==> config.mk <==
export PLATFORM = sky130hd
export DESIGN_NAME = bkpt_trigger
export DESIGN_NICKNAME = d
export VERILOG_FILES = /design/src/rtl/bkpt_pkg.sv /design/src/rtl/bkpt_datapath.sv /design/src/rtl/bkpt_ctrl.sv /design/src/rtl/bkpt_trigger.sv
export SDC_FILE = /design/constraint.sdc
export NUM_CORES = 1
export LEC_CHECK = 0
export BUFFER_PORTS_ARGS = -buffer_cell sky130_fd_sc_hd__buf_4
export CORE_UTILIZATION = 28
export CTS_CLUSTER_DIAMETER = 60
export CTS_CLUSTER_SIZE = 40
export DETAILED_ROUTE_END_ITERATION = 12
export PLACE_DENSITY = 0.54
export REMOVE_ABC_BUFFERS = 1
export SYNTH_ARGS = -nofsm -noshare
export SYNTH_HDL_FRONTEND = slang
export SYNTH_SLANG_ARGS = --single-unit
==> constraint.sdc <==
create_clock -name clk -period 5.75 [get_ports clk]
set_input_delay 0 -clock clk [delete_from_list [all_inputs] [get_ports clk]]
set_output_delay 0 -clock clk [all_outputs]
set_load 0.05 [all_outputs]
==> src/rtl/bkpt_pkg.sv <==
package bkpt_pkg;
  localparam int DATA_W = 32;
  localparam int LANES = DATA_W / 8;
  localparam int CTRL_W = 13;
  localparam int STAT_W = 3;

  localparam logic [2:0] SEL_CTRL   = 3'd0;
  localparam logic [2:0] SEL_ALO    = 3'd1;
  localparam logic [2:0] SEL_AHI    = 3'd2;
  localparam logic [2:0] SEL_DVAL   = 3'd3;
  localparam logic [2:0] SEL_DMASK  = 3'd4;
  localparam logic [2:0] SEL_PCVAL  = 3'd5;
  localparam logic [2:0] SEL_PCMASK = 3'd6;
  localparam logic [2:0] SEL_STAT   = 3'd7;

  localparam int ST_ADDR = 0;
  localparam int ST_DATA = 1;
  localparam int ST_PC   = 2;

  // enable strobes from the control side to the comparators
  typedef struct packed {
    logic [LANES-1:0] byteEn;
    logic [1:0]       halfEn;
    logic             longEn;
    logic             dataInv;
    logic             addrExact;
    logic             addrIn;
    logic             addrOut;
    logic             pcEn;
    logic             pcInv;
  } cfg_t;

  // comparator results back to the control side
  typedef struct packed {
    logic addrCause;
    logic dataCause;
    logic busFire;
    logic pcFire;
  } hit_t;
endpackage

==> src/rtl/bkpt_datapath.sv <==
module bkpt_datapath
  import bkpt_pkg::*;
#(
  parameter int ADDR_W = 32,
  parameter int PC_W = 32
) (
  input  cfg_t              cfg,
  input  logic [ADDR_W-1:0] addrLo,
  input  logic [ADDR_W-1:0] addrHi,
  input  logic [DATA_W-1:0] dataVal,
  input  logic [DATA_W-1:0] dataMask,
  input  logic [PC_W-1:0]   pcVal,
  input  logic [PC_W-1:0]   pcMask,
  input  logic              busValid,
  input  logic [ADDR_W-1:0] busAddr,
  input  logic [DATA_W-1:0] busData,
  input  logic [1:0]        busSize,
  input  logic [PC_W-1:0]   fetchPc,
  output hit_t              hits
);
  localparam int HALVES = LANES / 2;

  logic [LANES-1:0]  laneDrv;
  logic [LANES-1:0]  laneEq;
  logic [LANES-1:0]  byteHit;
  logic [HALVES-1:0] halfHit;
  logic              longHit;
  logic              dataEnAny;
  logic              dataMatch;
  logic              addrEnAny;
  logic              addrMatch;
  logic              isExact;
  logic              isInside;
  logic              isOutside;
  logic              pcInRegion;

  // lanes actually driven by this access
  always_comb begin
    case (busSize)
      2'd0:    laneDrv = LANES'(1) << busAddr[1:0];
      2'd1:    laneDrv = busAddr[1] ? 4'b1100 : 4'b0011;
      2'd2:    laneDrv = '1;
      default: laneDrv = '0;
    endcase
  end

  genvar g;
  generate
    for (g = 0; g < LANES; g++) begin : gLane
      assign laneEq[g] = ((busData[8*g +: 8] ^ dataVal[8*g +: 8]) & dataMask[8*g +: 8]) == 8'd0;
      assign byteHit[g] = cfg.byteEn[g] & laneDrv[g] & (laneEq[g] ^ cfg.dataInv);
    end
    for (g = 0; g < HALVES; g++) begin : gHalf
      logic halfDrv;
      logic halfEq;
      assign halfDrv = laneDrv[2*g] & laneDrv[2*g+1];
      assign halfEq = laneEq[2*g] & laneEq[2*g+1];
      assign halfHit[g] = cfg.halfEn[g] & halfDrv & (halfEq ^ cfg.dataInv);
    end
  endgenerate

  assign longHit = cfg.longEn & (&laneDrv) & ((&laneEq) ^ cfg.dataInv);
  assign dataEnAny = (|cfg.byteEn) | (|cfg.halfEn) | cfg.longEn;
  assign dataMatch = (|byteHit) | (|halfHit) | longHit;

  // address compares
  assign isExact = busAddr == addrLo;
  assign isInside = (busAddr >= addrLo) && (busAddr <= addrHi);
  assign isOutside = (busAddr < addrLo) || (busAddr > addrHi);
  assign addrEnAny = cfg.addrExact | cfg.addrIn | cfg.addrOut;
  assign addrMatch = (cfg.addrExact & isExact) | (cfg.addrIn & isInside) | (cfg.addrOut & isOutside);

  // masked PC region
  assign pcInRegion = ((fetchPc ^ pcVal) & pcMask) == '0;

  always_comb begin
    hits.busFire = busValid & (addrEnAny | dataEnAny)
                 & (~addrEnAny | addrMatch) & (~dataEnAny | dataMatch);
    hits.addrCause = hits.busFire & addrEnAny;
    hits.dataCause = hits.busFire & dataEnAny;
    hits.pcFire = busValid & cfg.pcEn & (pcInRegion ^ cfg.pcInv);
  end
endmodule

==> src/rtl/bkpt_ctrl.sv <==
module bkpt_ctrl
  import bkpt_pkg::*;
#(
  parameter int ADDR_W = 32,
  parameter int PC_W = 32
) (
  input  logic              clk,
  input  logic              rstN,
  input  logic              regWe,
  input  logic [2:0]        regSel,
  input  logic [31:0]       regWdata,
  input  hit_t              hits,
  output cfg_t              cfg,
  output logic [ADDR_W-1:0] addrLo,
  output logic [ADDR_W-1:0] addrHi,
  output logic [DATA_W-1:0] dataVal,
  output logic [DATA_W-1:0] dataMask,
  output logic [PC_W-1:0]   pcVal,
  output logic [PC_W-1:0]   pcMask,
  output logic              trigger,
  output logic [STAT_W-1:0] status
);
  logic [CTRL_W-1:0] ctrlQ;
  logic [STAT_W-1:0] statSet;
  logic [STAT_W-1:0] statClr;

  always_ff @(posedge clk or negedge rstN) begin
    if (!rstN) begin
      ctrlQ    <= '0;
      addrLo   <= '0;
      addrHi   <= '0;
      dataVal  <= '0;
      dataMask <= '0;
      pcVal    <= '0;
      pcMask   <= '0;
    end else if (regWe) begin
      case (regSel)
        SEL_CTRL:   ctrlQ    <= regWdata[CTRL_W-1:0];
        SEL_ALO:    addrLo   <= regWdata[ADDR_W-1:0];
        SEL_AHI:    addrHi   <= regWdata[ADDR_W-1:0];
        SEL_DVAL:   dataVal  <= regWdata[DATA_W-1:0];
        SEL_DMASK:  dataMask <= regWdata[DATA_W-1:0];
        SEL_PCVAL:  pcVal    <= regWdata[PC_W-1:0];
        SEL_PCMASK: pcMask   <= regWdata[PC_W-1:0];
        default:    ;
      endcase
    end
  end

  // control word fields
  assign cfg.byteEn    = ctrlQ[3:0];
  assign cfg.halfEn    = ctrlQ[5:4];
  assign cfg.longEn    = ctrlQ[6];
  assign cfg.dataInv   = ctrlQ[7];
  assign cfg.addrExact = ctrlQ[8];
  assign cfg.addrIn    = ctrlQ[9];
  assign cfg.addrOut   = ctrlQ[10];
  assign cfg.pcEn      = ctrlQ[11];
  assign cfg.pcInv     = ctrlQ[12];

  always_comb begin
    statSet = '0;
    statSet[ST_ADDR] = hits.addrCause;
    statSet[ST_DATA] = hits.dataCause;
    statSet[ST_PC]   = hits.pcFire;
    statClr = (regWe && regSel == SEL_STAT) ? regWdata[STAT_W-1:0] : '0;
  end

  always_ff @(posedge clk or negedge rstN) begin
    if (!rstN) begin
      trigger <= 1'b0;
      status  <= '0;
    end else begin
      trigger <= hits.busFire | hits.pcFire;
      status  <= (status & ~statClr) | statSet;
    end
  end
endmodule

==> src/rtl/bkpt_trigger.sv <==
module bkpt_trigger
  import bkpt_pkg::*;
#(
  parameter int ADDR_W = 32,
  parameter int PC_W = 32
) (
  input  logic              clk,
  input  logic              rstN,
  input  logic              regWe,
  input  logic [2:0]        regSel,
  input  logic [31:0]       regWdata,
  input  logic              busValid,
  input  logic [ADDR_W-1:0] busAddr,
  input  logic [31:0]       busData,
  input  logic [1:0]        busSize,
  input  logic [PC_W-1:0]   fetchPc,
  output logic              trigger,
  output logic [2:0]        status
);
  cfg_t              cfg;
  hit_t              hits;
  logic [ADDR_W-1:0] addrLo;
  logic [ADDR_W-1:0] addrHi;
  logic [DATA_W-1:0] dataVal;
  logic [DATA_W-1:0] dataMask;
  logic [PC_W-1:0]   pcVal;
  logic [PC_W-1:0]   pcMask;

  bkpt_ctrl #(.ADDR_W(ADDR_W), .PC_W(PC_W)) ctrl_i (
    .clk(clk), .rstN(rstN), .regWe(regWe), .regSel(regSel), .regWdata(regWdata),
    .hits(hits), .cfg(cfg), .addrLo(addrLo), .addrHi(addrHi), .dataVal(dataVal),
    .dataMask(dataMask), .pcVal(pcVal), .pcMask(pcMask), .trigger(trigger), .status(status)
  );

  bkpt_datapath #(.ADDR_W(ADDR_W), .PC_W(PC_W)) dp_i (
    .cfg(cfg), .addrLo(addrLo), .addrHi(addrHi), .dataVal(dataVal), .dataMask(dataMask),
    .pcVal(pcVal), .pcMask(pcMask), .busValid(busValid), .busAddr(busAddr),
    .busData(busData), .busSize(busSize), .fetchPc(fetchPc), .hits(hits)
  );
endmodule

## Word-level counts from Yosys, hierarchy flattened

Cells that the tools add are included.

- Reductions and logical operators: 23
- Shift operators: 1
- Eq/ne operators: 10
- Bitwise gates (word level): 63
- Multiplexer cells: 3
- Order comparisons: 4

Operators by type and width:

| operator | number |
|---|---|
| $and A32 B32 Y32 | 1 |
| $and A8 B8 Y8 | 4 |
| $eq A32 B32 Y1 | 1 |
| $ge A32 B32 Y1 | 1 |
| $gt A32 B32 Y1 | 1 |
| $le A32 B32 Y1 | 1 |
| $logic_not A32 Y1 | 1 |
| $logic_not A8 Y1 | 4 |
| $lt A32 B32 Y1 | 1 |
| $xor A32 B32 Y32 | 1 |
| $xor A8 B8 Y8 | 4 |
| $and A1 B1 Y1 | 28 |
| $reduce_and A2 Y1 | 7 |
| $eq A3 B3 Y1 const B | 4 |
| $or A1 B1 Y1 | 12 |
| $pmux W4 S3 | 1 |
| $reduce_and A4 Y1 | 2 |
| $reduce_or A4 Y1 | 2 |
| $xor A1 B1 Y1 | 8 |
| $eq A3 B2 Y1 const B | 2 |
| $mux W4 | 1 |
| $reduce_or A2 Y1 | 2 |
| $shl A1 B2 Y4 const A | 1 |
| $and A3 B3 Y3 | 1 |
| other kinds (11) | 13 |

- Output and inout bits: 4
- Word-level logic and storage cells: 113
- Register bits: 209
- Bits of input ports: 137

## Logic depth before layout (Yosys ltp)

- Word-level depth: 13
- Depth in mapped cells: 9
- Depth with buffers taken out: 9

## Hierarchy

Synthesis repeated with hierarchy kept, for this count alone.

- Cell total of the unflattened synthesis: 839
- Area total of the unflattened synthesis: 10966.8 sq um

Modules (own cells, without submodules):

| module | instances | area an instance (sq um) | cells an instance | sequential area each (sq um) |
|---|---|---|---|---|
| bkpt_ctrl | 1 | 8071.5 | 458 | 5230.0 |
| bkpt_datapath | 1 | 2895.3 | 381 | 0.0 |

## Least setup slack after synthesis

No wires, ideal clock.

- Path type: reg2reg
- Start point: reg ctrl_i.addrLo[14]
- End point: reg ctrl_i.status[0]
- Cell stages (with the launch flop): 10
- Slack: 3.508 ns
- Buffers on the path: 0
- Arrival: 2.109 ns
- Setup time: 0.133 ns
- Period minus slack after synthesis: 2.242 ns
- Path through: dfrtp_1 > inv_1 > ha_1 > a21oi_2 > nand2_1 > a221o_1 > o31a_1 > o31a_1 > a211oi_2 > o31ai_1

- Cells in the longest elaborated chain, start to end: 10
- Elaborated cells between the ends (all ways): 15

Ends and longest elaborated chain:

| element | line | RTL |
|---|---|---|
| start, declared | bkpt_ctrl.sv:14 | `output logic [ADDR_W-1:0] addrLo,` |
| start signal, assigned | bkpt_ctrl.sv:39 | `SEL_ALO: addrLo <= regWdata[ADDR_W-1:0];` |
| $ge A32 B32 Y1 | bkpt_datapath.sv:68 | `assign isInside = (busAddr >= addrLo) && (busAddr <= addrHi);` |
| $logic_and A1 B1 Y1 | bkpt_datapath.sv:68 |  |
| $and A1 B1 Y1 | bkpt_datapath.sv:71 | `assign addrMatch = (cfg.addrExact & isExact) \| (cfg.addrIn & isInside) \| (cfg.addrOut & isOutside);` |
| $or A1 B1 Y1 | bkpt_datapath.sv:71 |  |
| $or A1 B1 Y1 * | bkpt_datapath.sv:71 |  |
| $or A1 B1 Y1 * | bkpt_datapath.sv:78 | `& (~addrEnAny \| addrMatch) & (~dataEnAny \| dataMatch);` |
| $and A1 B1 Y1 * (2 in a row) | bkpt_datapath.sv:78 |  |
| $and A1 B1 Y1 * | bkpt_datapath.sv:79 | `hits.addrCause = hits.busFire & addrEnAny;` |
| $or A3 B3 Y3 * | bkpt_ctrl.sv:75 | `status <= (status & ~statClr) \| statSet;` |
| end signal, assigned | bkpt_ctrl.sv:75 |  |
| end, declared | bkpt_ctrl.sv:21 | `output logic [STAT_W-1:0] status` |

Mark *: on every way between the ends. The rest lies on a longest branch, timed or not.
A chain may end at the register's enable or synchronous reset.

## Final worst setup path

- Start point: reg ctrl_i.addrHi[14]
- End point: reg ctrl_i.status[0]

- Cells in the longest elaborated chain, start to end: 10
- Elaborated cells between the ends (all ways): 13

Ends and longest elaborated chain:

| element | line | RTL |
|---|---|---|
| start, declared | bkpt_ctrl.sv:15 | `output logic [ADDR_W-1:0] addrHi,` |
| start signal, assigned | bkpt_ctrl.sv:40 | `SEL_AHI: addrHi <= regWdata[ADDR_W-1:0];` |
| $le A32 B32 Y1 | bkpt_datapath.sv:68 |  |
| $logic_and A1 B1 Y1 | bkpt_datapath.sv:68 |  |
| $and A1 B1 Y1 | bkpt_datapath.sv:71 |  |
| $or A1 B1 Y1 | bkpt_datapath.sv:71 |  |
| $or A1 B1 Y1 * | bkpt_datapath.sv:71 |  |
| $or A1 B1 Y1 * | bkpt_datapath.sv:78 |  |
| $and A1 B1 Y1 * (2 in a row) | bkpt_datapath.sv:78 |  |
| $and A1 B1 Y1 * | bkpt_datapath.sv:79 |  |
| $or A3 B3 Y3 * | bkpt_ctrl.sv:75 |  |

Marked as above.

==> summary.txt <==
Run status
  • Status: complete, no violations

STA
  • Endpoints failing setup: 0
  • Final period utilization: 56.5%
  • Setup ws final: 2.50 ns
  • Unrepaired setup endpoints after global routing: no
  • Post-layout min period: about 3.2 ns
  • TNS Setup: 0 ns
  • Slew Viols, Final: 0
  • Slew @ Worst Pin: between 1 and 1.5 ns
  • Final Hold Vio Count: 0
  • Slew headroom: between 20% and 30%
  • Achievable Freq: ~310 MHz
  • Worst Skew: 0.0131 ns

Clock tree
  • Inserted Clock Buffers: 26
  • Clock tree buffer depth: 3
  • Worst-Skew Late Latency: roughly 0.54 ns
  • Max H-tree Level: 1
  • CTS tree: yes
  • Clock root buffer: clkbuf_16
  • Post-CTS setup repair buffer count: 0
  • Reg clk slew, reported paths: 0.07 ns
  • CTS Sinks: 209

Drt
  • Vias/cell: around 4.7
  • First drt pass iteration count: 5
  • Post-Route WL: about 29000 um
  • DR iter-0 viols: between 300 and 400
  • # DRC: 0
  • Routed Antenna Nets: 0
  • Via Count: between 7000 and 8000
  • Routed WL per cell: 18.2 um

Cells and area
  • Fraction of layout cells with a size suffix above 1: approximately a third
  • Commonest non-fill, non-tap cell in the layout: dfrtp_1
  • Synthesis-to-finish area growth: 27.9%
  • Fillers: roughly 3600
  • Diode count: 0
  • NumNets Final: 1299
  • Most frequent cells in the layout: 209 x dfrtp_1, 146 x buf_4, 140 x mux2_2
  • Final core utilization: a little over a third
  • Post-Layout Cell Count: around 1600

Floorplan
  • Initial Util: between 20% and 30%
  • Die W: 195 um
  • Area of the core: approximately 37000 um2
  • # IOs: around 140
  • Die area: ~38000 um2
  • Row count: 70
  • Die height: 195 um

Synthesis
  • Post-synth EDFFs: 0
  • Post-synth top flop: dfrtp_1
  • Yosys top cell area share: between 50% and 60%
  • Area contributors post-synth: dfrtp_1 50%, mux2_2 15%, ha_1 7.7%
  • Syn Area/Cell: 11.4 um2
  • Asr flop ratio synth: 100%
  • Yosys cell types: 47
  • Synthesized cell area: ~10000 um2
  • Yosys top cell by area: dfrtp_1
  • Cells after Synth: 913
  • Synth Warn #: 0
  • Register area share after synthesis: around 50%
  • #FFs+latches synth: between 200 and 250

Worst setup path
  • Worst-path fanout max: 3
  • CP Launch Type: flop
  • Crit path required time: 6.17 ns
  • Worst EP arrival: around 3.7 ns
  • Crit Path Category: flop to flop
  • Setup crit end kind: flop

Global routing
  • First-pass GRT wire length: about 45000 um
  • Vias in the first global route: 7759
  • Initial antenna violation count: 0
  • GRT overflow: 0
  • Pin count of the biggest net entering global routing: between 70 and 80
  • Gr usage total: 15.5%

Placed design
  • IO Port Bufs: between 100 and 150
  • RePlAce Congestion: between 0.8 and 0.9
  • DP HPWL: about 21000 um
  • Dpl cells: between 1000 and 1500
  • Dpl ws: 3.01 ns

Power and ir drop
  • Comb pwr share: 22.8%
  • Psw: between 0.001 and 0.0015 W
  • Pint: around 0.0033 W
  • Switching part of the total: a little under a third
  • Clock network fraction of design power: 36.3%
  • Maximum vdd drop: around 0.00022 V
  • Cell Pwr Density: ~360 nW/um2
  • Sequential fraction of design power: around two fifths
  • Leakage: roughly 6.1 nW

Worst hold path
  • Hold Path Class: input pin to async pin

Job
  • Maxcap violations: 0
## state kept, by name, indices dropped and copies added, names as in the netlist, 3 cells and up
register / cells
ctrl_i.pcMask: 32
ctrl_i.status: 3
ctrl_i.pcVal: 32
ctrl_i.addrLo: 32
ctrl_i.addrHi: 32
ctrl_i.dataMask: 32
ctrl_i.dataVal: 32
ctrl_i.ctrlQ: 13
## through the flow
step / cell area [um2] / hold slack (ns) / power, W
finish: 13400 / 0.0276 / 0.00479
global route: 13400 / 0.0678 / 0.00509
CTS: 13400 / 0.0437 / 0.00487
detailed placement: 12100 / 0.0613 / 0.00307
global placement: 12100 / 0.0557 / 0.00304
floorplan: 10300 / -0.296 / 0.00266
## timing repair
item / 4_1_cts / 5_1_grt
hold buffers: 39 / 0
gates resized for setup: 0 / 0
setup endpoints to repair: 0 / 0
hold endpoints to repair: 274 / 0
## layout make-up
cell class / instances / area [um2] / share of cell area [%]
clock buffer: 28 / 689 / 5.16
clock inverter: 20 / 230 / 1.72
inverter: 67 / 251 / 1.88
multi-input combinational: 608 / 4880 / 36.5
sequential: 209 / 5230 / 39.1
tap: 468 / 586 / 4.38
timing repair buffer: 186 / 1500 / 11.2
## critical path, cell delays in order, from the launching register on
cell	delay [ns]
dfrtp_1	0.32
inv_1	0.05
ha_1	0.32
nand4_1	0.15
nor4_1	0.64
a21boi_0	0.42
o31a_1	0.24
o21ai_2	0.07
a211oi_2	0.27
o31ai_1	0.11
dlygate4sd3_1	0.56
## cells by family (layout without fill, tap and decap cells)
group | count (synthesis) | count (layout) | share of synthesized area (%)
fa+ha+maj | 64 | 64 | 7.66
flops | 209 | 209 | 50.1
simple gates | 168 | 168 | 7.81
xor+xnor | 66 | 66 | 5.53
mux | 144 | 144 | 15.5
buf+inv | 96 | 301 | 3.45
compound gates | 166 | 166 | 10.0
## worst paths after layout
kind,start,slack (ns),endpoint,cells past startpoint
max,ctrl_i.addrHi[14],2.50,ctrl_i.status[0],10
min,rstN,0.03,ctrl_i.dataMask[4],2
max reg2reg,ctrl_i.addrHi[14],2.50,ctrl_i.status[0],10
min reg2reg,ctrl_i.pcMask[7],0.50,ctrl_i.pcMask[7],1
max in group asynchronous,rstN,4.28,ctrl_i.addrLo[21],3
min in group clk,regWe,0.21,ctrl_i.ctrlQ[9],5
## synthesized netlist by cell type, types with 3 or more instances
cell type,n
inv_1,67
a21o_1,4
buf_1,3
nor3b_1,4
mux2i_1,3
nor4_1,5
o31a_1,3
nand3_1,13
clkbuf_1,26
nor3_1,7
o21ai_0,73
o21a_1,4
o31ai_1,3
a22oi_2,3
a21oi_1,27
nand4_1,20
ha_1,64
mux2_2,140
nor2_1,8
dfrtp_1,209
a22oi_1,29
o211ai_1,5
nor2b_1,4
nand2_1,93
xor2_1,65
## power by group through the flow
stage | Clock, W | Combinational [W] | Sequential (W)
3_3_place_gp | 0 | 0.00106 | 0.00198
3_5_place_dp | 0 | 0.00108 | 0.00199
2_1_floorplan | 0 | 0.000679 | 0.00198
4_1_cts | 0.00179 | 0.00111 | 0.00196
6_report | 0.00174 | 0.00109 | 0.00196
5_1_grt | 0.00185 | 0.00123 | 0.00200
## layer usage
| metal | up-vias | global-route usage (%) | part of all wire (%) |
|---|---|---|---|
| met5 | - | 0 | 0 |
| met4 | 0 | 3.44 | 1.8 |
| met3 | 32 | 2.56 | 4.9 |
| li1 | 3609 | - | - |
| met1 | 3651 | 21.2 | 47 |
| met2 | 173 | 25.5 | 46 |
No activity file was read; power rests on OpenSTA's default activity.
